<file path="src/rtl/tdm_slot_port.sv">
module tdm_slot_port #(
  parameter int BYTE_W     = 8,
  parameter int BASE_SLOTS = 32
) (
  input  logic                          clk,
  input  logic                          rst_n,
  input  logic                          fsync,
  input  logic [2:0]                    rate_sel,
  input  logic                          fixed_rate,
  input  logic                          dbl_clk,
  input  logic                          out_hiz,
  input  logic                          out_en,
  input  logic                          sdin,
  input  logic [BYTE_W-1:0]             tx_data,
  output logic                          sdout,
  output logic                          sdout_oe,
  output logic [$clog2(BASE_SLOTS)-1:0] cur_slot,
  output logic                          rx_valid,
  output logic [BYTE_W-1:0]             rx_byte,
  output logic [$clog2(BASE_SLOTS)-1:0] rx_slot
);
  localparam int BIT_W = $clog2(BYTE_W);
  localparam int LOC_W = $clog2(BASE_SLOTS);
  localparam int HW_W  = LOC_W + 2;

  logic [2:0]        mode;
  logic              phase;
  logic [BIT_W-1:0]  bitcnt;
  logic [HW_W-1:0]   slot;
  logic [HW_W-1:0]   top_slot;
  logic [LOC_W-1:0]  local_idx;
  logic [BYTE_W-1:0] rx_sh;
  logic              owned, tick, last_bit, cap;

  assign mode     = fixed_rate ? 3'b000 : rate_sel;
  assign tick     = !dbl_clk || phase;
  assign last_bit = bitcnt == BIT_W'(BYTE_W-1);
  assign cap      = !fsync && tick && owned;

  always_comb begin
    if (mode[2]) begin
      owned     = slot[1:0] == mode[1:0];
      local_idx = slot[HW_W-1:2];
      top_slot  = HW_W'(4*BASE_SLOTS-1);
    end else if (mode[1]) begin
      owned     = slot[0] == mode[0];
      local_idx = slot[LOC_W:1];
      top_slot  = HW_W'(2*BASE_SLOTS-1);
    end else begin
      owned     = 1'b1;
      local_idx = slot[LOC_W-1:0];
      top_slot  = HW_W'(BASE_SLOTS-1);
    end
  end

  always_ff @(posedge clk) begin
    if (!rst_n || fsync) begin
      phase  <= 1'b0;
      bitcnt <= '0;
      slot   <= '0;
    end else begin
      phase <= dbl_clk ? !phase : 1'b0;
      if (tick) begin
        bitcnt <= last_bit ? '0 : bitcnt + 1'b1;
        if (last_bit) slot <= (slot >= top_slot) ? '0 : slot + 1'b1;
      end
    end
  end

  always_ff @(posedge clk) begin
    if (!rst_n) begin
      rx_valid <= 1'b0;
      rx_sh    <= '0;
      rx_byte  <= '0;
      rx_slot  <= '0;
    end else begin
      rx_valid <= 1'b0;
      if (cap) begin
        rx_sh <= {rx_sh[BYTE_W-2:0], sdin};
        if (last_bit) begin
          rx_valid <= 1'b1;
          rx_byte  <= {rx_sh[BYTE_W-2:0], sdin};
          rx_slot  <= local_idx;
        end
      end
    end
  end

  assign sdout    = owned & tx_data[BIT_W'(BYTE_W-1) - bitcnt];
  assign sdout_oe = owned && out_en && !out_hiz;
  assign cur_slot = local_idx;

  a_r9_hiz_quiet: assert property (@(posedge clk) disable iff (!rst_n)
    out_hiz |-> !sdout_oe);

  a_r8_single_strobe: assert property (@(posedge clk) disable iff (!rst_n)
    rx_valid |=> !rx_valid);

  a_r6_sync_restart: assert property (@(posedge clk) disable iff (!rst_n)
    fsync |=> (slot == '0 && bitcnt == '0 && !phase && !rx_valid));

  a_r5_hold_first_half: assert property (@(posedge clk) disable iff (!rst_n)
    (dbl_clk && !phase && !fsync) |=> ($stable(bitcnt) && !rx_valid));

  a_r2_wrap_64: assert property (@(posedge clk) disable iff (!rst_n)
    (mode[2:1] == 2'b01 && !fsync && tick && last_bit
     && slot == HW_W'(2*BASE_SLOTS-1)) |=> slot == '0);

  a_r3_wrap_128: assert property (@(posedge clk) disable iff (!rst_n)
    (mode[2] && !fsync && tick && last_bit
     && slot == HW_W'(4*BASE_SLOTS-1)) |=> slot == '0);
endmodule

</file>
<file path="config.mk">
export PLATFORM = sky130hd
export DESIGN_NAME = tdm_slot_port
export DESIGN_NICKNAME = d
export VERILOG_FILES = /design/src/rtl/tdm_slot_port.sv
export SDC_FILE = /design/constraint.sdc
export NUM_CORES = 1
export LEC_CHECK = 0
export ABC_AREA = 0
export ABC_CLOCK_PERIOD_IN_PS = 4390
export BUFFER_PORTS_ARGS = -buffer_cell sky130_fd_sc_hd__buf_4
export CORE_MARGIN = 1.5
export CORE_UTILIZATION = 50
export CTS_CLUSTER_DIAMETER = 100
export DETAILED_ROUTE_END_ITERATION = 10
export PLACE_DENSITY = 0.76
export SKIP_CTS_REPAIR_TIMING = 1
export SLEW_MARGIN = 15
export SYNTH_ARGS = -nofsm -noshare
export SYNTH_HDL_FRONTEND = slang
export SYNTH_SLANG_ARGS = --single-unit
</file>
<file path="constraint.sdc">
create_clock -name clk -period 4.39 [get_ports clk]
set_clock_uncertainty 0.2 [all_clocks]
set_input_delay 0.2195 -clock clk [delete_from_list [all_inputs] [get_ports clk]]
set_output_delay 0.2195 -clock clk [all_outputs]
set_load 0.01 [all_outputs]
</file>
# Word-level counts from Yosys, hierarchy flattened
# Index checks and enable logic that the tools add are counted.
# word_totals
regBits,32
output_inout_bits,21
wordCells,44
# op_classes
n_addsub,3
magnitude_cmp,2
eq_ne,3
n_mux,12
bitwise_logic,2
reduce_logical,15
# op_table
op,n
two-way mux 7 bit,2
two-way mux 5 bit,2
adder 7 x 1 -> 7 bit (second input constant),1
greater-or-equal comparator 7 bit,1
two-way mux 3 bit,2
two-way mux 6 bit,1
AND reduction 2 bit,3
logical NOT 1 bit,5
logical AND 1 bit,4
less-than comparator 3 x 4 -> 1 bit (second input constant),1
two-way mux 1 bit,4
adder 3 x 1 -> 3 bit (second input constant),1
binary-select mux 1 bit (select 3 bit),1
== test 3 bit (second input constant),1
subtractor 3 bit (first input constant),1
== test 2 bit,1
logical OR 1 bit,2
OR reduction 2 bit,1
bitwise AND 1 bit,1
== test 1 bit,1
inverter 1 bit,1

# Logic depth before layout (Yosys ltp)
# logic_depth
ltp_word,6
mapped_depth,7

# Worst setup path before layout
# Ideal clock, no wire load.
# synth_timing
kind,reg-to-reg
start,register bitcnt[0]
end,register rx_byte[3]
setup_ns,0.119
arrival_time_ns,1.644
setup_slack_ns,2.427
path_stages_with_launch,8
synth_period_minus_slack_ns,1.963
path_cell_list,dfxtp_1 -> ha_1 -> nand2_2 -> or2_1 -> or3_1 -> buf_6 -> buf_12 -> mux2i_1
# synth_between
elab_chain_len,2
# synth_lines
item,line_no,text
start: declaration,28,logic [BIT_W-1:0] bitcnt;
start signal: assignment,64,bitcnt <= last_bit ? '0 : bitcnt + 1'b1;
== test 3 bit,37,assign last_bit = bitcnt == BIT_W'(BYTE_W-1);
AND reduction 2 bit (no line),-,
end signal: assignment,82,"rx_byte <= {rx_sh[BYTE_W-2:0], sdin};"
end: declaration,19,"output logic [BYTE_W-1:0] rx_byte,"
# Every way passes these cells.
# A chain may end at the register's enable or synchronous reset.

# Worst setup path in the final report
# layout_timing
start,register phase
end,register rx_byte[0]
# layout_between
elab_chain_len,4
# layout_lines
item,line_no,text
start: declaration,27,logic phase;
start signal: assignment,62,phase <= dbl_clk ? !phase : 1'b0;
logical OR 1 bit,36,assign tick = !dbl_clk || phase;
logical AND 1 bit (2 in a row),38,assign cap = !fsync && tick && owned;
AND reduction 2 bit (no line),-,
# Every way passes these cells.

==> impl_metrics.toml <==
[run_status]
outcome = "finished, final reports clean"

[final_layout]
nFillCells = 259
nNetsFinal = 227
layout_common_cells = "39 x buf_4, 32 x dfxtp_1, 31 x nand2_1"
antenna_cells = 0
area_growth_syn_to_layout_pct = 24.8
drive_above_1_share_pct = 31.4
seq_area_um2 = 641
layout_commonest_cell = "buf_4"
multi_input_area_um2 = 908

[global_routing]
grt-ovfl-total = 0
grt_antenna_before_repair = 0
grt_max_degree = 29
grt_usage_pct = 19.6
first_global_vias = 1194
grt_pass1_wl_um = 5130

[place]
finalWeightedCongestion = 0.860
dp.final_hpwl_um = 2310
post-place-ws_ns = 2.01
numPortBuffers = 39

[drt]
wl_met2_um = 1450
remaining_drc_errors = 0
firstDrtPassIters = 4
drt_wl_total_um = 3080
ant_nets = 0
topRoutingLayerUsed = "met4"
wl_met1_um = 1420
vias = 1285
wl_per_cell_um = 12.4
viasPerCell = 5.18
wl_met3_um = 125
drtIter0Drc = 47

[pwr]
p_leak_nw = 0.918
p_total_mw = 0.592
peakVddDrop_uv = 215
p_per_area_nw_per_um2 = 296

[timing]
setup_viol = 0
post-route-period-util_pct = 53.3
slew_viol_final = 0
slew_headroom_pct = 44.8
tightest_slew_ns = 0.826
rsz0062_at_grt = "false"
max_freq_mhz = 428
fin_crit_ns = 2.34
hold_slack_ns = 0.0440
hold_viol = 0
tns_ns = 0
setup_ws_ns = 2.05

[worst_setup_path]
start_kind = "register"
crit_chain = "nor2b_1 -> or2_1 -> or3_1 -> mux2i_1"
cp.arrival_ns = 2.41
slowest_delay_ns = 0.64
slowest_stage = "nor2b_1"
path_delay_family = "simple AND/OR/NAND/NOR gates"
r2r_start = "phase"
end_kind = "register"
critPathKind = "reg -> reg"
r2r-end = "rx_byte[0]"
cp.required_ns = 4.46
critPathBufInv = 0
r2r_setup_slack_ns = 2.05
cp_max_fo = 13
ff2ff_path_depth = 4

[die]
die_x_um = 59.6
die_y_um = 59.6
start_util_pct = 52.5
core_um2 = 3050
io_pins = 40
dieArea_um2 = 3560
rows = 20

[logic_synthesis]
synth_cells = 164
yosysTopAreaCell = "dfxtp_1"
ys_ff_latch = 32
yosysSeqAreaShare_pct = 39.9
synth_ff_type = "dfxtp_1"
netlist_top_cells_area = "dfxtp_1 40%, mux2i_1 14%, nand2_1 7.3%"
async_reset_ff_share_pct = 0
yosysUniqueCellTypes = 32
synth_area_per_cell_um2 = 9.78
yosysTopAreaCellShare_pct = 39.9
synth_area_um2 = 1600
synth-edff-count = 0
syn-num-nets = 188
yosys_warnings = 0

[clock_tree]
path_clk_slew_ns = 0.11
insertion_delay_ns = 0.34
tritoncts = "built"
cts_buffers = 5
cts_sinks = 32
root_buffer = "clkbuf_4"
cts.path.max_buffers = 2
htreeDepth = 2

[hold_path]
min_path_cells = 3
hp-start = "rst_n"
min_path_type = "in -> reg"
min_to = "rx_valid"

[flow_run]
drv_cap = 0
worst max-delay path by stage:
stage | startpoint | end | cells past startpoint
final | phase | rx_byte[0] | 4
after global routing | phase | rx_byte[0] | 4
after CTS | phase | rx_byte[0] | 4
after detailed placement | dbl_clk | rx_byte[0] | 5
after global placement | dbl_clk | rx_slot[3] | 5
after floorplan | bitcnt[0] | rx_byte[3] | 7
cell families (layout without fill, tap and decap cells):
family | after synthesis | in the layout | share of synthesized area, %
DFF | 32 | 32 | 39.9
buffers and inverters | 8 | 48 | 3.43
AOI/OAI and AO/OA | 14 | 14 | 8.03
muxes | 25 | 25 | 17.2
xor gates and xnor gates | 7 | 7 | 4.29
and+or+nand+nor | 73 | 73 | 23.2
adders and majority gates | 5 | 5 | 3.90
metal layers:
layer | track usage, % | up-vias
met3 | 7.21 | 10
li1 | - | 656
met4 | 7.62 | 0
met5 | 0 | -
met2 | 32.5 | 31
met1 | 22.8 | 588
cell type report:
| type | instances | share of cell area [%] |
|---|---|---|
| Multi-Input combinational cell | 124 | 45.4 |
| Sequential cell | 32 | 32.0 |
| Timing Repair Buffer | 40 | 15.1 |
| Clock buffer | 7 | 3.25 |
| Tap cell | 44 | 2.75 |
| Clock inverter | 1 | 1.50 |
per-stage QoR:
stage / utilization (%) / cells / instance area, um^2
6_report: 65.6 / 248 / 2000
5_1_grt: 65.6 / 248 / 2000
4_1_cts: 65.2 / 247 / 1990
3_5_place_dp: 62.1 / 239 / 1900
3_3_place_gp: 62.1 / 239 / 1900
2_1_floorplan: - / 164 / 1600
flip-flops by register name, summed over array words and instances (netlist names):
| register | flops |
|---|---|
| rx_sh | 7 |
| rx_slot | 5 |
| slot | 7 |
| rx_valid | 1 |
| bitcnt | 3 |
| rx_byte | 8 |
| phase | 1 |
cell usage after synthesis, types with 2 or more instances:
cell / count
nor4_1: 2
xnor2_1: 6
dfxtp_1: 32
nand3_1: 4
a221o_2: 5
or3_1: 2
nand2_1: 31
clkbuf_1: 5
nor3_1: 2
a21oi_1: 5
nor2_1: 11
mux2i_1: 23
ha_1: 5
nor2b_1: 7
nor3b_1: 2
mux4_2: 2
and3b_2: 5
power by group:
group	internal [mW]	switching [mW]	leakage, nW
Clock	0.151	0.100	0.0515
Combinational	0.0244	0.0226	0.609
Sequential	0.292	0.00145	0.258
Total	0.467	0.124	0.918
worst register-to-register path, delay by kind of cell (launching register included):
kind          cells  cell delay (ns)
flops             1             0.32
mux               1             0.27
simple gates      3             1.49
Note: power is estimated with default switching activity, not from simulation.
